## config.mk

```make
export PLATFORM = sky130hd
export DESIGN_NAME = trng_skew_servo
export DESIGN_NICKNAME = d
export VERILOG_FILES = /design/src/rtl/trng_servo_pkg.sv /design/src/rtl/trng_hist_window.sv /design/src/rtl/trng_pi_ctrl.sv /design/src/rtl/trng_lock_detect.sv /design/src/rtl/trng_skew_servo.sv
export SDC_FILE = /design/constraint.sdc
export NUM_CORES = 1
export LEC_CHECK = 0
export BUFFER_PORTS_ARGS = -buffer_cell sky130_fd_sc_hd__clkbuf_2
export CAP_MARGIN = 20
export CORE_ASPECT_RATIO = 0.9
export CORE_MARGIN = 2
export CORE_UTILIZATION = 42
export CTS_CLUSTER_DIAMETER = 150
export CTS_CLUSTER_SIZE = 28
export DETAILED_ROUTE_END_ITERATION = 16
export PLACE_DENSITY = 0.62
export SYNTH_ARGS = -nofsm -noshare
export SYNTH_HDL_FRONTEND = slang
export SYNTH_SLANG_ARGS = --single-unit
export TNS_END_PERCENT = 1
```

## constraint.sdc

```tcl
create_clock -name clk -period 2.9 [get_ports clk]
set_input_delay 0.145 -clock clk [delete_from_list [all_inputs] [get_ports clk]]
set_output_delay 0.145 -clock clk [all_outputs]
set_load 0.01 [all_outputs]
```

## src/rtl/trng_servo_pkg.sv

```systemverilog
package trng_servo_pkg;

    // Controller phases within one history window
    typedef enum logic [1:0] {
        ST_GATHER    = 2'd0,
        ST_INTEGRATE = 2'd1,
        ST_DRIVE     = 2'd2
    } servo_state_t;

endpackage

```

## src/rtl/trng_hist_window.sv

```systemverilog
module trng_hist_window #(
    parameter int HIST_LOG2 = 8
) (
    input  logic                 clk,
    input  logic                 rst_n,
    input  logic                 raw_bit,
    output logic [HIST_LOG2:0]   weight,
    output logic                 win_rdy
);
    localparam int DEPTH = 2 ** HIST_LOG2;
    localparam logic [HIST_LOG2-1:0] CNT_LAST = HIST_LOG2'(DEPTH - 1);

    logic [DEPTH-1:0]     hist_q;
    logic [HIST_LOG2-1:0] cnt_q;
    logic                 leaving;

    assign leaving = hist_q[DEPTH-1];

    always_ff @(posedge clk or negedge rst_n) begin
        if (!rst_n) begin
            hist_q <= '0;
        end else begin
            hist_q <= {hist_q[DEPTH-2:0], raw_bit};
        end
    end

    always_ff @(posedge clk or negedge rst_n) begin
        if (!rst_n) begin
            weight <= '0;
        end else begin
            unique case ({raw_bit, leaving})
                2'b10:   weight <= weight + (HIST_LOG2+1)'(1);
                2'b01:   weight <= weight - (HIST_LOG2+1)'(1);
                default: weight <= weight;
            endcase
        end
    end

    always_ff @(posedge clk or negedge rst_n) begin
        if (!rst_n) begin
            cnt_q   <= '0;
            win_rdy <= 1'b0;
        end else begin
            cnt_q   <= cnt_q + HIST_LOG2'(1);
            win_rdy <= (cnt_q == CNT_LAST);
        end
    end


    weight_range_chk: assert property (@(posedge clk) disable iff (!rst_n)
        weight <= (HIST_LOG2+1)'(DEPTH));


    weight_step_chk: assert property (@(posedge clk) disable iff (!rst_n)
        ($past(weight) == weight) || ($past(weight) + (HIST_LOG2+1)'(1) == weight)
        || ($past(weight) == weight + (HIST_LOG2+1)'(1)));

endmodule

```

## src/rtl/trng_pi_ctrl.sv

```systemverilog
module trng_pi_ctrl
    import trng_servo_pkg::*;
#(
    parameter int HIST_LOG2 = 8,
    parameter int CODE_W    = 6,
    parameter int KP_SHIFT  = 3,
    parameter int KI_SHIFT  = 4,
    parameter int INTEG_W   = 12
) (
    input  logic                        clk,
    input  logic                        rst_n,
    input  logic                        win_rdy,
    input  logic [HIST_LOG2:0]          weight,
    output logic signed [HIST_LOG2+1:0] err_q,
    output logic                        upd,
    output logic [CODE_W-1:0]           code
);
    localparam int EW   = HIST_LOG2 + 2;
    localparam int SW   = ((INTEG_W > EW) ? INTEG_W : EW) + 3;
    localparam int HALF = 2 ** (HIST_LOG2 - 1);
    localparam int IMAX = 2 ** (INTEG_W - 1) - 1;
    localparam int CMAX = 2 ** CODE_W - 1;
    localparam int MID  = 2 ** (CODE_W - 1);

    servo_state_t state, state_n;

    logic signed [INTEG_W-1:0] integ_q;
    logic signed [SW-1:0]      integ_sum;
    logic signed [INTEG_W-1:0] integ_n;
    logic signed [SW-1:0]      code_sum;
    logic [CODE_W-1:0]         code_n;

    // State register
    always_ff @(posedge clk or negedge rst_n) begin
        if (!rst_n) begin
            state <= ST_GATHER;
        end else begin
            state <= state_n;
        end
    end

    // Next state
    always_comb begin
        unique case (state)
            ST_GATHER:    state_n = win_rdy ? ST_INTEGRATE : ST_GATHER;
            ST_INTEGRATE: state_n = ST_DRIVE;
            ST_DRIVE:     state_n = ST_GATHER;
            default:      state_n = ST_GATHER;
        endcase
    end

    // Saturating integrator sum
    always_comb begin
        integ_sum = SW'(integ_q) + SW'(err_q);
        if (integ_sum > SW'(IMAX)) begin
            integ_n = INTEG_W'(IMAX);
        end else if (integ_sum < -SW'(IMAX)) begin
            integ_n = -INTEG_W'(IMAX);
        end else begin
            integ_n = integ_sum[INTEG_W-1:0];
        end
    end

    // Proportional-integral code with clamping
    always_comb begin
        code_sum = SW'(MID) - SW'(err_q >>> KP_SHIFT) - SW'(integ_q >>> KI_SHIFT);
        if (code_sum < SW'(0)) begin
            code_n = '0;
        end else if (code_sum > SW'(CMAX)) begin
            code_n = CODE_W'(CMAX);
        end else begin
            code_n = code_sum[CODE_W-1:0];
        end
    end

    // Outputs and datapath per state
    always_ff @(posedge clk or negedge rst_n) begin
        if (!rst_n) begin
            err_q   <= '0;
            integ_q <= '0;
            code    <= CODE_W'(MID);
        end else begin
            unique case (state)
                ST_GATHER: begin
                    if (win_rdy) begin
                        err_q <= $signed({1'b0, weight}) - EW'(HALF);
                    end
                end
                ST_INTEGRATE: integ_q <= integ_n;
                ST_DRIVE:     code    <= code_n;
                default: ;
            endcase
        end
    end

    assign upd = (state == ST_DRIVE);


    code_hold_chk: assert property (@(posedge clk) disable iff (!rst_n)
        (state != ST_DRIVE) |=> $stable(code));


    integ_sym_chk: assert property (@(posedge clk) disable iff (!rst_n)
        integ_q >= -INTEG_W'(IMAX));


    state_order_chk: assert property (@(posedge clk) disable iff (!rst_n)
        (state == ST_INTEGRATE) |=> (state == ST_DRIVE));

endmodule

```

## src/rtl/trng_lock_detect.sv

```systemverilog
module trng_lock_detect #(
    parameter int HIST_LOG2    = 8,
    parameter int LOCK_THRESH  = 32,
    parameter int LOCK_WINDOWS = 4
) (
    input  logic                        clk,
    input  logic                        rst_n,
    input  logic                        upd,
    input  logic signed [HIST_LOG2+1:0] err,
    output logic                        locked
);
    localparam int EW = HIST_LOG2 + 2;
    localparam int GW = $clog2(LOCK_WINDOWS + 1);
    localparam logic [GW-1:0] GOOD_FULL = GW'(LOCK_WINDOWS);

    logic [GW-1:0] good_q, good_n;
    logic          in_band;

    assign in_band = (err < EW'(LOCK_THRESH)) && (err > -EW'(LOCK_THRESH));

    always_comb begin
        if (!in_band) begin
            good_n = '0;
        end else if (good_q == GOOD_FULL) begin
            good_n = good_q;
        end else begin
            good_n = good_q + GW'(1);
        end
    end

    always_ff @(posedge clk or negedge rst_n) begin
        if (!rst_n) begin
            good_q <= '0;
            locked <= 1'b0;
        end else if (upd) begin
            good_q <= good_n;
            locked <= in_band && (good_n == GOOD_FULL);
        end
    end


    lock_drop_chk: assert property (@(posedge clk) disable iff (!rst_n)
        (upd && !in_band) |=> !locked);


    lock_edge_chk: assert property (@(posedge clk) disable iff (!rst_n)
        $rose(locked) |-> $past(upd));

endmodule

```

## src/rtl/trng_skew_servo.sv

```systemverilog
module trng_skew_servo #(
    parameter int HIST_LOG2    = 8,
    parameter int CODE_W       = 6,
    parameter int KP_SHIFT     = 3,
    parameter int KI_SHIFT     = 4,
    parameter int INTEG_W      = 12,
    parameter int LOCK_THRESH  = 32,
    parameter int LOCK_WINDOWS = 4
) (
    input  logic              clk,
    input  logic              rst_n,
    input  logic              raw_bit,
    output logic [CODE_W-1:0] delay_code,
    output logic              bit_out,
    output logic              locked
);
    localparam int EW = HIST_LOG2 + 2;

    logic [HIST_LOG2:0]   weight;
    logic                 win_rdy;
    logic signed [EW-1:0] err;
    logic                 upd;
    logic                 past_ok;

    trng_hist_window #(.HIST_LOG2(HIST_LOG2)) u_window (
        .clk     (clk),
        .rst_n   (rst_n),
        .raw_bit (raw_bit),
        .weight  (weight),
        .win_rdy (win_rdy)
    );

    trng_pi_ctrl #(
        .HIST_LOG2 (HIST_LOG2),
        .CODE_W    (CODE_W),
        .KP_SHIFT  (KP_SHIFT),
        .KI_SHIFT  (KI_SHIFT),
        .INTEG_W   (INTEG_W)
    ) u_ctrl (
        .clk     (clk),
        .rst_n   (rst_n),
        .win_rdy (win_rdy),
        .weight  (weight),
        .err_q   (err),
        .upd     (upd),
        .code    (delay_code)
    );

    trng_lock_detect #(
        .HIST_LOG2    (HIST_LOG2),
        .LOCK_THRESH  (LOCK_THRESH),
        .LOCK_WINDOWS (LOCK_WINDOWS)
    ) u_lock (
        .clk    (clk),
        .rst_n  (rst_n),
        .upd    (upd),
        .err    (err),
        .locked (locked)
    );

    always_ff @(posedge clk or negedge rst_n) begin
        if (!rst_n) begin
            bit_out <= 1'b0;
            past_ok <= 1'b0;
        end else begin
            bit_out <= raw_bit;
            past_ok <= 1'b1;
        end
    end


    bit_pass_chk: assert property (@(posedge clk) disable iff (!rst_n)
        past_ok |-> (bit_out == $past(raw_bit)));

endmodule

```

# Word-level counts from Yosys, hierarchy flattened
# Cells that the tools add are included.
[totals] reg_bits=309 inputBits=3 out_inout_bits=8 elab_cells=46
[classes] add_sub_neg=8 n_lt_le_gt_ge=6 n_eq_ne=7 muxes=9 reduce_logical=5
[ops] cell="$mux W12" count=2
[ops] cell="$pmux W9 S2" count=1
[ops] cell="$gt A15 B12 Y1 const B" count=1
[ops] cell="$gt A15 B7 Y1 const B" count=1
[ops] cell="$lt A15 B1 Y1 const B" count=1
[ops] cell="$lt A15 B12 Y1 const B" count=1
[ops] cell="$add A12 B10 Y13" count=1
[ops] cell="$mux W6" count=2
[ops] cell="$gt A10 B6 Y1 const B" count=1
[ops] cell="$lt A10 B7 Y1 const B" count=1
[ops] cell="$sub A9 B8 Y10 const B" count=1
[ops] cell="$add A9 B1 Y9 const B" count=1
[ops] cell="$sub A8 B8 Y9" count=1
[ops] cell="$sub A9 B1 Y9 const B" count=1
[ops] cell="$add A8 B1 Y8 const B" count=1
[ops] cell="$eq A8 B8 Y1 const B" count=1
[ops] cell="$sub A7 B7 Y8 const A" count=1
[ops] cell="$eq A3 B3 Y1 const B" count=2
[ops] cell="$mux W3" count=2
[ops] cell="$eq A2 B1 Y1 const B" count=2
[ops] cell="$eq A2 B2 Y1 const B" count=2
[ops] cell="$pmux W2 S2" count=1
[ops] cell="$add A3 B1 Y3 const B" count=1
[ops] cell="$logic_and A1 B1 Y1" count=2
[ops] cell="4 further kinds" count=4

# Logic depth before layout (Yosys ltp)
# Gate-level depths: netlist of the first run.
[logic_depth] depth_word=5 ltp_mapped=11 depth_no_buf=11

# Cells and area by module
# A second synthesis of the first run with hierarchy kept.
[hier_totals] cells_unflattened=665 hier_area_um2=10237.3
[modules_own_cells] mod="trng_hist_window" n_inst=1 cells_each=367 area_per_inst_um2=7538.5 seq_area_each_um2=6856.6
[modules_own_cells] mod="trng_pi_ctrl" n_inst=1 cells_each=265 area_per_inst_um2=2386.0 seq_area_each_um2=752.0
[modules_own_cells] mod="trng_lock_detect" n_inst=1 cells_each=32 area_per_inst_um2=287.8 seq_area_each_um2=100.1
[modules_own_cells] mod="trng_skew_servo" n_inst=1 cells_each=1 area_per_inst_um2=25.0 seq_area_each_um2=25.0

# Worst setup path before layout of the first run
# No wires, ideal clock.
[synth_path] path_type="reg2reg" start="register u_ctrl.err_q[4]" end="register u_ctrl.code[5]" setup_ns=0.079 t_arrival_ns=2.533 required_ns=2.821 setup_slack_ns=0.288 stages_incl_launch_ff=12 n_path_buf=0 period_less_slack_ns=2.612 path_cell_list="dfrtp_1 -> ha_1 -> inv_1 -> ha_1 -> fa_1 -> a21o_1 -> a21oi_1 -> nor2b_1 -> and4_1 -> nor3_1 -> nor2_1 -> o21ai_0"
[synth_between] elab_chain_len=5 elab_cells_between_ends=6 cone_classes="add/sub: 2; order compare: 2; mux: 2"
[synth_rtl] item="start, declared" line="trng_pi_ctrl.sv:14" rtl="output logic signed [HIST_LOG2+1:0] err_q,"
[synth_rtl] item="start signal, assigned" line="trng_pi_ctrl.sv:86" rtl="err_q <= $signed({1'b0, weight}) - EW'(HALF);"
[synth_rtl] item="$sub A7 B7 Y8 *" line="trng_pi_ctrl.sv:66" rtl="code_sum = SW'(MID) - SW'(err_q >>> KP_SHIFT) - SW'(integ_q >>> KI_SHIFT);"
[synth_rtl] item="$sub A8 B8 Y9 *" line="trng_pi_ctrl.sv:66"
[synth_rtl] item="$gt A15 B7 Y1" line="trng_pi_ctrl.sv:69" rtl="end else if (code_sum > SW'(CMAX)) begin"
[synth_rtl] item="$mux W6" line="trng_pi_ctrl.sv:69"
[synth_rtl] item="$mux W6 *" line="trng_pi_ctrl.sv:67" rtl="if (code_sum < SW'(0)) begin"
[synth_rtl] item="end signal, assigned" line="trng_pi_ctrl.sv:81" rtl="code <= CODE_W'(MID);"
[synth_rtl] item="end signal, assigned" line="trng_pi_ctrl.sv:90" rtl="ST_DRIVE: code <= code_n;"
[synth_rtl] item="end, declared" line="trng_pi_ctrl.sv:16" rtl="output logic [CODE_W-1:0] code"
# Every way passes the cells marked *; elsewhere a longest branch is shown, timed or not.
# A chain may end at the register's enable or synchronous reset.

# Worst setup path after layout of the first run
[layout_path] start="register u_ctrl.err_q[0]" end="register u_ctrl.integ_q[7]"
[layout_between] elab_chain_len=4 elab_cells_between_ends=5 cone_classes="add/sub: 1; order compare: 2; mux: 2"
[layout_rtl] item="$add A12 B10 Y13 *" line="trng_pi_ctrl.sv:54" rtl="integ_sum = SW'(integ_q) + SW'(err_q);"
[layout_rtl] item="$lt A15 B12 Y1" line="trng_pi_ctrl.sv:57" rtl="end else if (integ_sum < -SW'(IMAX)) begin"
[layout_rtl] item="$mux W12" line="trng_pi_ctrl.sv:57"
[layout_rtl] item="$mux W12 *" line="trng_pi_ctrl.sv:55" rtl="if (integ_sum > SW'(IMAX)) begin"
[layout_rtl] item="end signal, assigned" line="trng_pi_ctrl.sv:89" rtl="ST_INTEGRATE: integ_q <= integ_n;"
[layout_rtl] item="end, declared" line="trng_pi_ctrl.sv:27" rtl="logic signed [INTEG_W-1:0] integ_q;"
# Marked as above.

==> run_results.csv, run 1 <==
group,metric,value,unit
layout,syn_to_final_growth,8.53,%
die,floorplan.initialDensity,42.9,%
layout,fin_nets,730,
clock_network,cts.path.max_buffers,3,
synth,synth-seq-cells,308,
status,status,"complete, no violations",
clock_network,cts.clk_slew.worst_paths,0.11,ns
synth,syn-instance-count,666,
timing,hold_violations,0,
global_routing,grt_max_degree,95,
timing,slew_headroom,56.3,%
drt,drc_errors,0,
drt,vias_per_cell,4.86,
layout,antenna_cells,0,
clock_network,cts_root_buffer,"clkbuf_16",
global_routing,antenna_found_initial,0,
layout,layout.cells.non_filler,990,
pwr,peakVddDrop,0.483,mV
drt,num_vias,4812,
critical_path,cp_data_arrival_time,3.17,ns
pwr,p_total,6.73,mW
placement,dp_slack,0.0485,ns
timing,worst_pin_slew,0.656,ns
timing,drv_slew,0,
clock_network,cts_buffers,14,
die,die_y,151,um
placement,dp_cells,970,
timing,fin_ws,0.102,ns
synth,synth_seq_area_share,76.7,%
critical_path,reg2reg_depth,9,
synth,synth_area,10000,um^2
synth,synth_area_leaders,"dfrtp_1, ha_1, nand2_1",
placement,dpl.hpwl,9.24,mm
global_routing,grt_usage,12.5,%
synth,synthArstFlopShare,100,%
drt,wl_per_cell,15.0,um
pwr,power_density,617,nW/um^2
synth,ys_warn_count,0,
timing,setup_viol,0,
critical_path,crit_fanout,11,
die,placementRows,53,
drt,ant_nets,0,
synth,synth_cell_types,61,
run,drv_cap,0,
synth,syn_nets,710,
global_routing,grt_pass1_wl,25.4,mm
clock_network,cts_setup_buffers,0,
synth,yosys_most_used_dff,"dfrtp_1",
critical_path,critical_path_class,"flop to flop",
drt,first_pass_iters,7,
synth,synth-edff-count,0,
timing,fin_skew,0.0151,ns
synth,yosysTopAreaCellShare,76.5,%
critical_path,timing.rr.start,"u_ctrl.err_q[0]$_DFFE_PN0P_",
timing,tns,0,ns
timing,max_clock_freq,357,MHz
synth,avgSynthCellArea,15.1,um^2
drt,drt_iter0_drc,318,
critical_path,critPathRequiredTime,3.27,ns
die,dieArea,25200,um^2
timing,post-route-period-util,96.5,%
layout,layout-drive-gt1-share,7.27,%
clock_network,cts.sinks,308,
placement,routabilityCongestion,0.790,
critical_path,r2r_setup_slack,0.10,ns
synth,yosys.area.top_type,"dfrtp_1",
die,io_pins,11,
drt,wirelength,14.9,mm
global_routing,grt_pass1_vias,4810,
layout,finish.instance_area,10900,um^2
clock_network,cts_tree,"built",
global_routing,grt_overflow,0,
placement,io_buffer_count,10,
die,die_x,167,um
pwr,p_leak,5.49,nW
critical_path,start_kind,"flop",
placement,placed_area,10500,um^2
hold_path,hold_class,"primary input to asynchronous set/reset pin",
critical_path,endpoint_kind,"flop",
critical_path,reg2reg_to,"u_ctrl.integ_q[7]$_DFFE_PN0P_",
timing,period_needed,2.80,ns
die,core_area,23400,um^2
clock_network,clk_latency,0.49,ns
clock_network,h-tree-depth,1,
-- cells in the mapped netlist, drive strengths merged, types with 4 or more instances --
master	n
a21o	7
nor2	19
buf	5
xnor2	16
xor2	8
nand2	44
clkbuf	9
o21ai	38
nand3	19
inv	32
and3	4
ha	38
nor3	15
o211ai	6
a211oi	4
a31oi	5
a21oi	24
dfrtp	307
nand4	4
a31o	5
nand2b	7
or2	5
-- placed cells by master (no fill, tap or decap), types with 5 or more instances in the layout --
master	netlist	routed
a21oi_1	24	23
o21ai_0	33	33
nand2b_1	7	7
nand2_1	44	44
nand3_1	18	18
nor2_1	19	19
or2_2	5	5
ha_1	38	37
o211ai_1	6	6
dfrtp_1	307	306
clkbuf_16	0	14
a31oi_1	5	5
clkbuf_2	0	9
xor2_1	8	8
nor3_1	15	15
xnor2_1	16	16
a21o_1	7	7
inv_1	32	32
-- per-stage QoR --
step / hold WS [ns] / util [%]
after global routing: 0.284 / 46.6
final: 0.240 / 46.6
after global placement: 0.172 / 44.8
after CTS: 0.252 / 46.5
after detailed placement: 0.202 / 44.8
after floorplan: -0.151 / -
-- worst max-delay path: stages, from the launching register on --
cell and delay [ns]:
dfrtp_1 0.42, ha_1 0.24, fa_1 0.45, a211oi_2 0.29
o21a_1 0.18, o22ai_1 0.13, o41a_4 0.53, maj3_2 0.31
nand2_1 0.07, o21ai_1 0.07
-- metal layers --
| metal | wire length, um | track usage [%] | up-vias |
|---|---|---|---|
| met3 | 369 | 2.02 | 20 |
| met2 | 6370 | 18.5 | 46 |
| met5 | 0 | 0 | - |
| met1 | 7820 | 19.3 | 2466 |
| met4 | 296 | 2.97 | 0 |
| li1 | - | - | 2280 |
-- kinds of logic (layout without fill, tap and decap cells) --
family / Yosys count / count (layout) / synth area share (%)
xor+xnor: 24 / 24 / 2.09
simple gates: 129 / 129 / 6.27
buf+inv: 46 / 68 / 1.86
compound gates: 114 / 114 / 7.30
flops: 308 / 308 / 76.7
fa+ha+maj: 43 / 43 / 5.54
mux: 2 / 2 / 0.199
-- repair_timing --
item,in CTS,in global routing
endpoints found under the setup margin,0,10
gates resized for setup,0,5
hold buffers,2,0
endpoints found under the hold margin,92,0
-- how the worst max path moves through the flow --
stage | startpoint | end | cells past startpoint
2_1_floorplan | u_ctrl.err_q[4]$_DFFE_PN0P_ | u_ctrl.code[5]$_DFFE_PN1N_ | 11
5_1_grt | u_ctrl.err_q[9]$_DFFE_PN0P_ | u_ctrl.code[3]$_DFFE_PN0N_ | 9
3_5_place_dp | u_ctrl.err_q[0]$_DFFE_PN0P_ | u_ctrl.integ_q[7]$_DFFE_PN0P_ | 9
3_3_place_gp | u_ctrl.err_q[0]$_DFFE_PN0P_ | u_ctrl.integ_q[7]$_DFFE_PN0P_ | 9
6_report | u_ctrl.err_q[0]$_DFFE_PN0P_ | u_ctrl.integ_q[7]$_DFFE_PN0P_ | 9
4_1_cts | u_ctrl.err_q[0]$_DFFE_PN0P_ | u_ctrl.integ_q[7]$_DFFE_PN0P_ | 9
-- layout make-up --
cell class              count  area (um^2)
multi-input cells         312         2170
flip-flops and latches    308         7710
inverters                  32          120
repair buffers             18          150
clock inverters             1         16.3
well taps                 302          378
clock buffers              17          362
fillers                  1998        12500
-- report_power, final --
group	internal, mW	switching, mW
Combinational	0.0793	0.151
Clock	0.900	1.19
Sequential	4.36	0.0435
Total	5.34	1.38
-- state kept, by name, summed over array words and instances (netlist names) --
name and count:
u_window.weight 9, u_lock.locked 1, u_lock.good_q 3, u_window.win_rdy 1
u_window.hist_q 256, u_ctrl.state 2, u_ctrl.integ_q 12, u_ctrl.err_q 10
u_ctrl.code 6, u_window.cnt_q 8
No activity file was read; power rests on OpenSTA's default activity.
==> run 2, diff against run 1 <==
--- a/config.mk
+++ b/config.mk
@@ -5,6 +5,7 @@
 export SDC_FILE = /design/constraint.sdc
 export NUM_CORES = 1
 export LEC_CHECK = 0
+export ABC_AREA = 1
 export BUFFER_PORTS_ARGS = -buffer_cell sky130_fd_sc_hd__clkbuf_2
 export CAP_MARGIN = 20
 export CORE_ASPECT_RATIO = 0.9
@@ -13,7 +14,9 @@
 export CTS_CLUSTER_DIAMETER = 150
 export CTS_CLUSTER_SIZE = 28
 export DETAILED_ROUTE_END_ITERATION = 16
+export MAX_ROUTING_LAYER = met4
 export PLACE_DENSITY = 0.62
+export SLEW_MARGIN = 20
 export SYNTH_ARGS = -nofsm -noshare
 export SYNTH_HDL_FRONTEND = slang
 export SYNTH_SLANG_ARGS = --single-unit
==> run_results.csv, run 2 <==
group,metric,value,unit
status,status,"complete, no violations",
synth,synth_area_leaders,"dfrtp_1, nand2_1, ha_1",
clock_network,cts_root_buffer,"clkbuf_16",
synth,synth_area,9950,um^2
layout,antenna_cells,0,
placement,dp_cells,1036,
layout,largest_reg_flops,256,
drt,vias_per_cell,4.50,
critical_path,start_kind,"flop",
layout,fillCellCount,2080,
die,die_x,166,um
global_routing,grt_max_degree,94,
timing,worst_pin_slew,0.694,ns
pwr,p_clk_share,31.2,%
placement,placed_area,10400,um^2
die,dieArea,24900,um^2
clock_network,cts.clk_slew.worst_paths,0.11,ns
layout,syn_to_final_growth,8.84,%
synth,syn_nets,767,
timing,period_needed,2.49,ns
critical_path,critical_path_class,"flop to flop",
global_routing,grt_pass1_wl,24.7,mm
die,placementRows,53,
synth,yosys-top-cells-count,"dfrtp_1, nand2_1, inv_1, ha_1, nor2_1",
critical_path,path_buf_inv,1,
hold_path,hold_class,"primary input to asynchronous set/reset pin",
die,io_pins,11,
layout,fin_nets,796,
clock_network,h-tree-depth,1,
timing,rsz0062_at_grt,"false",
pwr,seqPwrFrac,65.0,%
clock_network,ctsResizeCount,0,
layout,regMostFlops,"u_window.hist_q",
drt,drt_iter0_drc,393,
layout,layout-drive-gt1-share,5.44,%
critical_path,r2r_setup_slack,0.41,ns
timing,drv_slew,0,
pwr,combPwrFrac,3.8,%
synth,yosys_most_used_dff,"dfrtp_1",
critical_path,critical-path-max-stage-delay,0.44,ns
placement,routabilityCongestion,0.802,
pwr,power_density,627,nW/um^2
synth,synth-seq-cells,308,
timing,slew_headroom,53.7,%
global_routing,grt_overflow,0,
clock_network,clk_latency,0.50,ns
clock_network,cts.path.max_buffers,3,
layout,layout_commonest_cell,"dfrtp_1",
synth,yosysMostFrequentCell,"dfrtp_1",
synth,synthArstFlopShare,100,%
timing,max_clock_freq,401,MHz
pwr,p_total,6.79,mW
critical_path,critPathRequiredTime,3.29,ns
timing,post-route-period-util,86.0,%
global_routing,grt_usage,12.5,%
critical_path,endpoint_kind,"flop",
drt,wl_per_cell,13.2,um
drt,drc_errors,0,
synth,avgSynthCellArea,13.8,um^2
drt,num_vias,4749,
pwr,switching_share,21.2,%
placement,io_buffer_count,10,
drt,first_pass_iters,4,
synth,syn-instance-count,723,
drt,ant_nets,0,
timing,tns,0,ns
critical_path,cp_cell_sequence,"ha_1 -> inv_1 -> ha_1 -> fa_1 -> nand3_1 -> nand3_1 -> nand2_1 -> nand2_1 -> a21oi_1 -> or2_2 -> nand3_1 -> nand2_1 -> nand2_1 -> nand2_1 -> nand2_1",
critical_path,cpMostUsedCell,"nand2_1",
pwr,peakVddDrop,0.385,mV
synth,synth-edff-count,0,
critical_path,path_delay_family,"adder cells",
global_routing,antenna_found_initial,0,
critical_path,critPathSlowestCell,"dfrtp_1",
layout,layout.cells.non_filler,1056,
clock_network,postCtsHoldBufs,2,
critical_path,cp_data_arrival_time,2.89,ns
pwr,p_leak,5.76,nW
clock_network,cts_setup_buffers,0,
die,die_y,150,um
timing,setup_viol,0,
layout,finish.instance_area,10800,um^2
die,floorplan.initialDensity,42.6,%
drt,wirelength,13.9,mm
synth,yosys.area.top_type,"dfrtp_1",
layout,fin_util,46.4,%
timing,fin_skew,0.0299,ns
clock_network,cts.sinks,308,
clock_network,cts_buffers,14,
pwr,p_int,5.35,mW
synth,yosysTopAreaCellShare,77.2,%
timing,hold_violations,0,
global_routing,grt_pass1_vias,4826,
synth,synth_seq_area_share,77.5,%
synth,ys_warn_count,0,
synth,synth_cell_types,31,
critical_path,crit_fanout,4,
layout,final_cell_mix,"dfrtp_1, nand2_1, inv_1, ha_1, nor2_1",
layout,reg_top3,"u_window.hist_q (256), u_ctrl.integ_q (12), u_ctrl.err_q (10)",
run,drv_cap,0,
placement,dpl.hpwl,8.60,mm
clock_network,cts_tree,"built",
pwr,p_switching,1.44,mW
die,core_area,23300,um^2
-- run 2: cell types whose count changed after synthesis, moves of 5 or more --
cell	previous run	this run
nor3_1	15	7
inv_1	32	78
nand2b_1	7	0
o211ai_1	6	1
clkbuf_1	9	4
a21o_1	7	1
xor2_1	8	14
nand3_1	18	28
nor2_1	19	31
xnor2_1	16	4
nand2_1	44	131
o21ai_0	33	25
-- run 2: cells by family after synthesis --
family / Yosys count / share of synthesized area, %
compound gates: 59 / 3.23
xor+xnor: 19 / 1.75
fa+ha+maj: 41 / 5.38
buf+inv: 84 / 3.24
flops: 308 / 77.5
simple gates: 212 / 8.93
-- run 2: final timing paths --
kind / start / endpoint / cells past startpoint
setup reg to reg: u_ctrl.err_q[4]$_DFFE_PN0P_ / u_ctrl.code[3]$_DFFE_PN0N_ / 15
max in group asynchronous: rst_n / u_window.hist_q[190]$_DFF_PN0_ / 3
hold reg to reg: u_window.hist_q[141]$_DFF_PN0_ / u_window.hist_q[142]$_DFF_PN0_ / 0
setup / recovery: u_ctrl.err_q[4]$_DFFE_PN0P_ / u_ctrl.code[3]$_DFFE_PN0N_ / 15
hold / removal: rst_n / u_ctrl.integ_q[7]$_DFFE_PN0P_ / 2
min in group clk: raw_bit / u_window.hist_q[0]$_DFF_PN0_ / 2
-- run 2: per-stage QoR --
stage               hold slack, ns  setup slack, ns
detailed placement           0.194            0.453
floorplan                   -0.151            0.644
global placement             0.213            0.484
CTS                          0.273            0.430
finish                       0.246            0.407
global route                 0.299           0.0644
-- run 2: power by group through the flow --
stage                     registers, mW  clock network (mW)  logic [mW]
after floorplan                    4.48                   0       0.135
after global placement             4.49                   0       0.262
after detailed placement           4.50                   0       0.265
after CTS                          4.41                2.24       0.270
after global routing               4.42                2.40       0.312
final                              4.41                2.12       0.258
-- run 2: metal layers --
metal | part of all wire (%) | GRT usage (%) | vias up
li1 | - | - | 2317
met1 | 54 | 19.7 | 2359
met2 | 40 | 16.9 | 52
met3 | 3.5 | 1.90 | 21
met4 | 2.5 | 3.36 | 0
met5 | 0 | - | -
-- run 2: cell type report --
type | instances | area, um^2 | share of cell area, %
inverters | 79 | 297 | 2.74
clock buffers | 17 | 362 | 3.34
flip-flops and latches | 308 | 7710 | 71.2
clock inverters | 1 | 16.3 | 0.150
multi-input cells | 331 | 1920 | 17.7
repair buffers | 18 | 150 | 1.39
well taps | 302 | 378 | 3.49
==> run 3, diff against run 2 <==
--- a/config.mk
+++ b/config.mk
@@ -10,12 +10,12 @@
 export CAP_MARGIN = 20
 export CORE_ASPECT_RATIO = 0.9
 export CORE_MARGIN = 2
-export CORE_UTILIZATION = 42
+export CORE_UTILIZATION = 50
 export CTS_CLUSTER_DIAMETER = 150
 export CTS_CLUSTER_SIZE = 28
 export DETAILED_ROUTE_END_ITERATION = 16
 export MAX_ROUTING_LAYER = met4
-export PLACE_DENSITY = 0.62
+export PLACE_DENSITY = 0.7
 export SLEW_MARGIN = 20
 export SYNTH_ARGS = -nofsm -noshare
 export SYNTH_HDL_FRONTEND = slang
==> run_results.csv, run 3 (synthesis results as in run 2) <==
group,metric,value,unit
critical_path,cp_data_arrival_time,2.89,ns
drt,vias_per_cell,4.83,
layout,fin_util,55.7,%
pwr,peakVddDrop,0.467,mV
die,die_x,153,um
global_routing,grt_overflow,0,
die,floorplan.initialDensity,51.5,%
global_routing,grt_usage,15.4,%
layout,fin_nets,797,
hold_path,hold_class,"primary input to asynchronous set/reset pin",
die,die_y,138,um
pwr,seqPwrFrac,65.2,%
die,core_area,19300,um^2
pwr,p_switching,1.42,mW
timing,tns,0,ns
die,dieArea,21000,um^2
drt,wl_per_cell,14.4,um
placement,routabilityCongestion,0.876,
critical_path,critPathRequiredTime,3.30,ns
critical_path,cpMostUsedCell,"nand2_1",
die,placementRows,48,
clock_network,cts_tree,"built",
layout,final_cell_mix,"dfrtp_1, nand2_1, inv_1, ha_1, nor2_1",
layout,antenna_cells,0,
timing,setup_viol,0,
drt,drc_errors,0,
clock_network,cts_root_buffer,"clkbuf_16",
drt,first_pass_iters,5,
die,io_pins,11,
clock_network,clk_latency,0.50,ns
global_routing,grt_max_degree,105,
critical_path,critical_path_class,"flop to flop",
layout,reg_top3,"u_window.hist_q (256), u_ctrl.integ_q (12), u_ctrl.err_q (10)",
layout,syn_to_final_growth,8.26,%
clock_network,postCtsHoldBufs,2,
status,status,"complete, no violations",
clock_network,cts.path.max_buffers,3,
critical_path,critical-path-max-stage-delay,0.43,ns
run,drv_cap,0,
timing,worst_pin_slew,0.822,ns
timing,hold_violations,0,
critical_path,cp_cell_sequence,"ha_1 -> inv_1 -> ha_1 -> fa_1 -> nand3_1 -> nand3_1 -> nand2_1 -> nand2_1 -> a21oi_1 -> or2_2 -> nand3_1 -> nand2_1 -> nand2_1 -> nand2_1 -> nand2_1",
pwr,switching_share,20.9,%
drt,wirelength,14.4,mm
layout,largest_reg_flops,256,
pwr,combPwrFrac,3.9,%
critical_path,path_delay_family,"adder cells",
timing,slew_headroom,45.2,%
critical_path,crit_fanout,4,
timing,drv_slew,0,
timing,max_clock_freq,401,MHz
global_routing,grt_pass1_wl,25.3,mm
drt,drt_iter0_drc,306,
layout,layout_commonest_cell,"dfrtp_1",
clock_network,cts.sinks,308,
global_routing,grt_pass1_vias,5028,
layout,layout-drive-gt1-share,5.56,%
drt,ant_nets,0,
critical_path,start_kind,"flop",
clock_network,cts_setup_buffers,0,
critical_path,path_buf_inv,1,
critical_path,endpoint_kind,"flop",
critical_path,critPathSlowestCell,"dfrtp_1",
timing,post-route-period-util,86.0,%
pwr,p_leak,5.77,nW
drt,num_vias,4850,
placement,dpl.hpwl,8.98,mm
pwr,p_clk_share,30.8,%
clock_network,ctsResizeCount,0,
clock_network,cts.clk_slew.worst_paths,0.11,ns
pwr,p_int,5.35,mW
layout,regMostFlops,"u_window.hist_q",
timing,rsz0062_at_grt,"false",
timing,fin_skew,0.0142,ns
timing,period_needed,2.50,ns
clock_network,cts_buffers,14,
placement,io_buffer_count,10,
pwr,power_density,628,nW/um^2
clock_network,h-tree-depth,1,
global_routing,antenna_found_initial,0,
run 3: changes by cell type in the layout (fill, tap and decap cells not counted):
cell	previous run	this run
buf_4	4	5
run 3: layout make-up:
| type | instances | area [um^2] |
|---|---|---|
| Inverter | 79 | 297 |
| Sequential cell | 308 | 7710 |
| Multi-Input combinational cell | 331 | 1920 |
| Tap cell | 250 | 313 |
| Timing Repair Buffer | 19 | 158 |
| Clock buffer | 17 | 362 |
| Fill cell | 1572 | 8570 |
| Clock inverter | 1 | 16.3 |
run 3: metrics by stage:
step                      instance area, um^2  std cells  setup WS (ns)  power [mW]  hold slack [ns]
after CTS                               10800       1005          0.400        6.89            0.313
final                                   10800       1005          0.405        6.77            0.293
after global routing                    10800       1005          0.150        7.08            0.342
after global placement                  10400        985          0.493        4.74            0.243
after floorplan                          9950        723          0.644        4.62           -0.151
after detailed placement                10400        985          0.433        4.77            0.268
run 3: power groups by stage:
stage	registers, mW	clock network, mW	logic [mW]
after CTS	4.41	2.20	0.273
after global placement	4.49	0	0.249
after floorplan	4.48	0	0.135
after detailed placement	4.50	0	0.271
final	4.41	2.09	0.267
after global routing	4.42	2.34	0.315
run 3: path summary, 6_finish.rpt:
path | start | to | slack, ns | depth (start not counted)
max in group asynchronous | rst_n | u_window.hist_q[74]$_DFF_PN0_ | 1.72 | 3
min reg2reg | u_window.hist_q[83]$_DFF_PN0_ | u_window.hist_q[84]$_DFF_PN0_ | 0.34 | 0
min in group clk | u_window.hist_q[83]$_DFF_PN0_ | u_window.hist_q[84]$_DFF_PN0_ | 0.34 | 0
max | u_ctrl.err_q[4]$_DFFE_PN0P_ | u_ctrl.code[3]$_DFFE_PN0N_ | 0.40 | 15
max reg2reg | u_ctrl.err_q[4]$_DFFE_PN0P_ | u_ctrl.code[3]$_DFFE_PN0N_ | 0.40 | 15
min | rst_n | u_window.hist_q[208]$_DFF_PN0_ | 0.29 | 2
run 3: routing by layer:
metal | up-vias | track usage [%] | part of all wire, %
met5 | - | - | 0
met4 | 0 | 3.65 | 2.0
met3 | 24 | 2.67 | 3.3
met2 | 63 | 22.7 | 44
met1 | 2444 | 22.9 | 51
li1 | 2319 | - | -
